**src/rtl/hstx_pkg.sv**
```systemverilog
package hstx_pkg;
  localparam int CTRL_W    = 22;
  localparam int B_BREAK   = 8;
  localparam int B_CTS_EN  = 14;
  localparam int B_CTS_INV = 15;
  localparam int B_RTS_EN  = 18;
  localparam int B_THR_LO  = 19;
  localparam int B_RTS_INV = 21;
  localparam int OSR       = 14;
  localparam int FRAME_BITS = 10;

  function automatic logic [7:0] thr_of(input logic [1:0] sel);
    case (sel)
      2'd0: thr_of = 8'd8;
      2'd1: thr_of = 8'd16;
      2'd2: thr_of = 8'd32;
      default: thr_of = 8'd48;
    endcase
  endfunction
endpackage

```
**src/rtl/hstx_fifo.sv**
```systemverilog
module hstx_fifo #(
  parameter int DW    = 8,
  parameter int DEPTH = 64,
  parameter int LW    = 8
) (
  input  logic          clk,
  input  logic          rst,
  input  logic          wr_en,
  input  logic [DW-1:0] wr_data,
  input  logic          rd_en,
  output logic [DW-1:0] rd_data,
  output logic          empty,
  output logic [LW-1:0] level
);
  localparam int AW = $clog2(DEPTH);
  localparam int CW = AW + 1;
  localparam logic [CW-1:0] FULL_CNT = CW'(DEPTH);

  logic [DW-1:0] mem [DEPTH];
  logic [AW-1:0] wr_ptr, rd_ptr;
  logic [CW-1:0] count;
  logic full, do_wr, do_rd;

  assign full  = (count == FULL_CNT);
  assign empty = (count == '0);
  assign do_wr = wr_en & ~full;
  assign do_rd = rd_en & ~empty;
  assign rd_data = mem[rd_ptr];
  assign level = LW'(count);

  always_ff @(posedge clk) begin
    if (do_wr) mem[wr_ptr] <= wr_data;
  end

  always_ff @(posedge clk) begin
    if (rst) begin
      wr_ptr <= '0;
      rd_ptr <= '0;
      count  <= '0;
    end else begin
      if (do_wr) wr_ptr <= wr_ptr + 1'b1;
      if (do_rd) rd_ptr <= rd_ptr + 1'b1;
      case ({do_wr, do_rd})
        2'b10: count <= count + 1'b1;
        2'b01: count <= count - 1'b1;
        default: count <= count;
      endcase
    end
  end

  // a write into a full queue with no read leaves the count unchanged
  a_r7_no_overflow: assert property (@(posedge clk) disable iff (rst)
    (wr_en && full && !rd_en) |=> (count == $past(count)));
  // the count never exceeds the capacity
  a_r7_level_bound: assert property (@(posedge clk) disable iff (rst)
    count <= FULL_CNT);
endmodule

```
**src/rtl/hstx_shifter.sv**
```systemverilog
module hstx_shifter #(
  parameter int RW  = 8,
  parameter int DW  = 8,
  parameter int OSR = 14
) (
  input  logic          clk,
  input  logic          rst,
  input  logic [RW-1:0] rate,
  input  logic          load,
  input  logic [DW-1:0] load_data,
  output logic          busy,
  output logic          line_bit
);
  localparam int TW = RW + $clog2(OSR) + 1;
  localparam int SW = DW + 2;
  localparam int BW = $clog2(SW);

  logic [TW-1:0] bitlen, tick;
  logic [SW-1:0] sh;
  logic [BW-1:0] bcnt;

  assign bitlen   = (TW'(rate) + TW'(1)) * TW'(OSR);
  assign line_bit = sh[0];

  always_ff @(posedge clk) begin
    if (rst) begin
      busy <= 1'b0;
      sh   <= '1;
      tick <= '0;
      bcnt <= '0;
    end else if (load && !busy) begin
      sh   <= {1'b1, load_data, 1'b0};
      busy <= 1'b1;
      tick <= '0;
      bcnt <= '0;
    end else if (busy) begin
      if (tick == bitlen - 1'b1) begin
        tick <= '0;
        sh   <= {1'b1, sh[SW-1:1]};
        if (bcnt == BW'(SW - 1)) busy <= 1'b0;
        else bcnt <= bcnt + 1'b1;
      end else begin
        tick <= tick + 1'b1;
      end
    end
  end

  // a frame begins with a low start bit
  a_r2_start_low: assert property (@(posedge clk) disable iff (rst)
    (load && !busy) |=> (line_bit == 1'b0));
  // the line bit is high whenever no frame runs
  a_r1_idle_high: assert property (@(posedge clk) disable iff (rst)
    !busy |-> line_bit);
endmodule

```
**src/rtl/hstx_rts.sv**
```systemverilog
module hstx_rts #(
  parameter int LW = 8
) (
  input  logic          clk,
  input  logic          rst,
  input  logic          en,
  input  logic          inv,
  input  logic [1:0]    sel,
  input  logic [LW-1:0] rx_level,
  output logic          rts
);
  import hstx_pkg::*;
  logic [LW-1:0] thr;
  logic          ready;

  assign thr   = LW'(thr_of(sel));
  assign ready = ~en | (rx_level < thr);

  always_ff @(posedge clk) begin
    if (rst) rts <= 1'b1;
    else     rts <= ready ^ inv;
  end

  // with automatic mode on and the level at threshold, the pin shows deasserted
  a_r8_rts_stop: assert property (@(posedge clk) disable iff (rst)
    (en && rx_level >= thr) |=> (rts == $past(inv)));
  // with automatic mode off the pin shows asserted
  a_r8_rts_off: assert property (@(posedge clk) disable iff (rst)
    !en |=> (rts == !$past(inv)));
endmodule

```
**src/rtl/hs_serial_tx.sv**
```systemverilog
module hs_serial_tx #(
  parameter int DEPTH = 64,
  parameter int LW    = 8,
  parameter int RW    = 8
) (
  input  logic                      clk,
  input  logic                      rst,
  input  logic                      wr_en,
  input  logic [7:0]                wr_data,
  input  logic [RW-1:0]             rate,
  input  logic                      cts_in,
  input  logic [LW-1:0]             rx_level,
  input  logic [hstx_pkg::CTRL_W-1:0] ctrl,
  output logic                      tx_line,
  output logic                      rts_out,
  output logic [LW-1:0]             tx_level
);
  import hstx_pkg::*;

  logic [1:0] cts_sync;
  logic       cts_ok, busy, empty, start, line_bit;
  logic [7:0] head;

  always_ff @(posedge clk) begin
    if (rst) cts_sync <= 2'b00;
    else     cts_sync <= {cts_sync[0], cts_in};
  end

  assign cts_ok = ~ctrl[B_CTS_EN] | (cts_sync[1] ^ ctrl[B_CTS_INV]);
  assign start  = ~busy & ~empty & cts_ok;

  hstx_fifo #(.DW(8), .DEPTH(DEPTH), .LW(LW)) u_fifo (
    .clk(clk), .rst(rst), .wr_en(wr_en), .wr_data(wr_data),
    .rd_en(start), .rd_data(head), .empty(empty), .level(tx_level)
  );

  hstx_shifter #(.RW(RW), .DW(8), .OSR(OSR)) u_shift (
    .clk(clk), .rst(rst), .rate(rate), .load(start), .load_data(head),
    .busy(busy), .line_bit(line_bit)
  );

  hstx_rts #(.LW(LW)) u_rts (
    .clk(clk), .rst(rst), .en(ctrl[B_RTS_EN]), .inv(ctrl[B_RTS_INV]),
    .sel(ctrl[B_THR_LO+1:B_THR_LO]), .rx_level(rx_level), .rts(rts_out)
  );

  always_ff @(posedge clk) begin
    if (rst) tx_line <= 1'b1;
    else     tx_line <= ~ctrl[B_BREAK] & line_bit;
  end

  // a forced break drives the line low on the next edge
  a_r4_break_low: assert property (@(posedge clk) disable iff (rst)
    ctrl[B_BREAK] |=> !tx_line);
  // with the handshake blocked, an idle transmitter stays idle
  a_r5_cts_hold: assert property (@(posedge clk) disable iff (rst)
    (!cts_ok && !busy) |=> !busy);
endmodule

```
**config.mk**
```make
export PLATFORM = sky130hd
export DESIGN_NAME = hs_serial_tx
export DESIGN_NICKNAME = d
export VERILOG_FILES = /design/src/rtl/hstx_pkg.sv /design/src/rtl/hstx_fifo.sv /design/src/rtl/hstx_shifter.sv /design/src/rtl/hstx_rts.sv /design/src/rtl/hs_serial_tx.sv
export SDC_FILE = /design/constraint.sdc
export NUM_CORES = 1
export LEC_CHECK = 0
export BUFFER_PORTS_ARGS = -buffer_cell sky130_fd_sc_hd__buf_4
export CAP_MARGIN = 20
export CORE_MARGIN = 1.5
export CORE_UTILIZATION = 48
export CTS_BUF_LIST = sky130_fd_sc_hd__clkbuf_8
export DETAILED_ROUTE_END_ITERATION = 12
export PLACE_DENSITY_LB_ADDON = 0.2
export SLEW_MARGIN = 20
export SYNTH_ARGS = -nofsm -noshare
export SYNTH_HDL_FRONTEND = slang
export SYNTH_SLANG_ARGS = --single-unit
```
**constraint.sdc**
```tcl
create_clock -name clk -period 7.1 [get_ports clk]
set_clock_uncertainty 0.2 [all_clocks]
set_input_delay 0.71 -clock clk [delete_from_list [all_inputs] [get_ports clk]]
set_output_delay 0.71 -clock clk [all_outputs]
set_load 0.1 [all_outputs]
```
==> flow_summary.json <==
{
  "grt_pass1_vias": 11800,
  "antenna_found_initial": 1,
  "hold_class": "in2reg",
  "gp_congestion": 0.734,
  "ys_types": 69,
  "crit_path_end_kind": "flip-flop",
  "cts.sinks": 568,
  "area_growth_syn_to_layout_pct": 11.2,
  "grt_pass1_wl_um": 74800,
  "dpl.cell_count": 1856,
  "cp-startpoint": "rate[0]",
  "critPathTopFamily": "compound AO/OA/AOI/OAI gates",
  "path_clk_slew_ns": 0.06,
  "drv_cap": 0,
  "reg2reg_depth": 7,
  "finalCritPeriodShare_pct": 75.3,
  "diodes": 0,
  "cts_resized": 0,
  "row_count": 80,
  "grtUsageTotal_pct": 20.5,
  "drtPass1Iterations": 5,
  "p_per_area_nw_per_um2": 313,
  "cp_num_cells": 18,
  "hold_violations": 0,
  "async_reset_ff_share_pct": 0,
  "yosysTopAreaCellShare_pct": 65.4,
  "synth_top_area_cell": "edfxtp_1",
  "ys_ff_latch": 568,
  "grt_setup_unrepaired": "no",
  "cts.htree.levels": 3,
  "clockBufferDepth": 3,
  "criticalPathCategory": "in2reg",
  "status": "completed",
  "drcViolationCount": 0,
  "drt-total-wl_um": 50300,
  "cts_tree": "built",
  "syn_inst": 1253,
  "drive_above_1_share_pct": 25.4,
  "post_synth.cell_area_avg_um2": 18.8,
  "final_cell_mix": "edfxtp_1 (512), mux4_2 (168), nor2_1 (104), clkbuf_8 (99), inv_1 (62)",
  "fin_area_um2": 26200,
  "ys.flop_type": "edfxtp_1",
  "drt_iter0_markers": 1059,
  "rr_endpoint": "u_shift.sh[8]",
  "post_dp_cell_area_um2": 24400,
  "tightest_slew_ns": 1.01,
  "clockRootBuffer": "clkbuf_8",
  "crit_chain": "buf_4 > ha_1 > nand2_1 > nor2_1 > xnor2_1 > inv_1 > fa_1 > inv_1 > ha_1 > a21o_1 > a221oi_1 > xnor3_2 > xnor2_1 > or3_4 > a2111oi_4 > o311ai_4 > or4_1 > a21oi_1",
  "pin_count": 60,
  "final-max-slew-violation-count": 0,
  "synth_nets": 1337,
  "synth_area_leaders": "edfxtp_1 (65%), mux4_2 (16%), dfxtp_1 (4.8%)",
  "grt_remaining_overflow": 0,
  "crit_required_ns": 7.50,
  "worstPathArrival_ns": 5.75,
  "critPathBufInv": 3,
  "fmax_mhz": 187,
  "ff2ff_setup_slack_ns": 3.17,
  "start_util_pct": 49.0,
  "die_h_um": 224,
  "slew_headroom_pct": 31.9,
  "vias_per_cell": 5.76,
  "ys_seq_area_share_pct": 70.1,
  "layout_commonest_cell": "edfxtp_1",
  "period_needed_ns": 5.35,
  "detailed_place_hpwl_um": 29700,
  "final_util_pct": 54.5,
  "wl_per_cell_um": 24.8,
  "coreArea_um2": 48000,
  "multi_input_area_um2": 6640,
  "yosys_warnings": 0,
  "whs_ns": 0.103,
  "port_buffers": 40,
  "share_seq_of_total_power_pct": 46.8,
  "combPwrFrac_pct": 20.9,
  "p_clk_share_pct": 32.4,
  "num_vias": 11700,
  "swShare_pct": 28.5,
  "path_max_fanout": 19,
  "worstSkewPairLatency_ns": 0.68,
  "dieArea_um2": 50300,
  "die_x_um": 224,
  "cellLeakagePower_uw": 0.00835,
  "regArea_um2": 16500,
  "critPathLaunchType": "primary input",
  "final_nets": 1420,
  "endpoint": "u_shift.bcnt[2]",
  "netlist_area_um2": 23500,
  "peakVddDrop_mv": 0.233,
  "max_stage_delay_ns": 0.58,
  "grt_max_degree": 65,
  "synth_edf_count": 512,
  "crit_slowest_cell": "a221oi_1",
  "internal_power_uw": 5860,
  "n_fill_cell": 3756,
  "detail-route-antenna-nets": 0,
  "cts_buffers": 92,
  "fin_setup_tns_ns": 0,
  "fin_cells": 2026,
  "power_switching_uw": 2340,
  "setup_viol": 0
}
cells by family (layout without fill, tap and decap cells):
kind of cell | Yosys count | count (layout) | share of synthesized area (%)
compound gates | 88 | 88 | 2.73
xor+xnor | 54 | 54 | 2.07
fa+ha+maj | 34 | 34 | 2.10
buf+inv | 94 | 252 | 1.67
flops | 568 | 568 | 70.1
mux | 175 | 175 | 16.4
other cells | 1 | 1 | 0.0159
simple gates | 239 | 239 | 4.90
worst min path at each step:
stage                           start  cells past startpoint  slack (ns)           to
final                         ctrl[8]                      3        0.10      tx_line
after global placement    cts_sync[0]                      1        0.23  cts_sync[1]
after CTS                     ctrl[8]                      3        0.05      tx_line
after floorplan           cts_sync[0]                      1        0.21  cts_sync[1]
after global routing          ctrl[8]                      3        0.08      tx_line
after detailed placement  cts_sync[0]                      1        0.23  cts_sync[1]
cell type report:
cell class                 instances  share of cell area [%]
timing repair buffer              50                    1.54
sequential                       568                    63.1
clock inverter                    70                    1.42
tap                              615                    2.94
clock buffer                      99                    5.21
multi-input combinational        591                    25.4
inverter                          33                   0.473
per-stage QoR:
step,total power [µW],worst slack [ns]
2_1_floorplan,5120,1.80
3_3_place_gp,5620,1.09
3_5_place_dp,5640,1.07
4_1_cts,8290,1.80
5_1_grt,8540,1.25
6_report,8200,1.75
flip-flops by register name, indices dropped and copies added (netlist names), named ones only:
name           flops
u_fifo.wr_ptr      6
u_fifo.mem       512
u_shift.sh         9
u_rts.rts          1
u_shift.bcnt       4
u_shift.tick      13
tx_line            1
cts_sync           2
u_shift.busy       1
u_fifo.count       7
u_fifo.rd_ptr      6
per-layer routing:
layer / wire, µm / track usage [%] / up-vias
met5: 0 / 0 / -
met4: 921 / 5.72 / 0
met3: 3520 / 4.56 / 76
met2: 24900 / 33.1 / 381
met1: 21000 / 28.4 / 6014
li1: - / - / 5206
repair_timing:
action,4_1_cts,5_1_grt
hold endpoints to repair,1,0
setup endpoints to repair,0,0
hold buffers,1,0
setup buffers,0,0
cells in the mapped netlist (4+ instances only):
cell type and instances:
nand4_1 6, ha_1 25, xor2_1 22, o31a_1 7, a31oi_1 4, nor3_1 25
nand3b_1 4, xnor2_1 31, or3_1 8, a21o_1 8, nor2_1 104, edfxtp_1 512
nand2_1 35, mux4_2 168, nand2b_1 4, a21oi_1 28, dfxtp_1 56, clkbuf_1 34
buf_1 20, fa_1 9, nor2b_1 7, mux2i_1 6, nand3_1 15, o21ai_0 13
inv_1 33, and3_1 7
power groups by stage:
stage / clock network [µW] / registers, µW / logic (µW)
after floorplan: 0 / 3910 / 1210
after global placement: 0 / 3910 / 1720
after detailed placement: 0 / 3910 / 1730
after CTS: 2720 / 3840 / 1740
after global routing: 2860 / 3850 / 1840
final: 2650 / 3830 / 1710
worst min-delay path, stage by stage:
cell	delay (ns)
buf_4	0.11
inv_1	0.04
a21o_1	0.09
(Power assumes the default switching activity.)
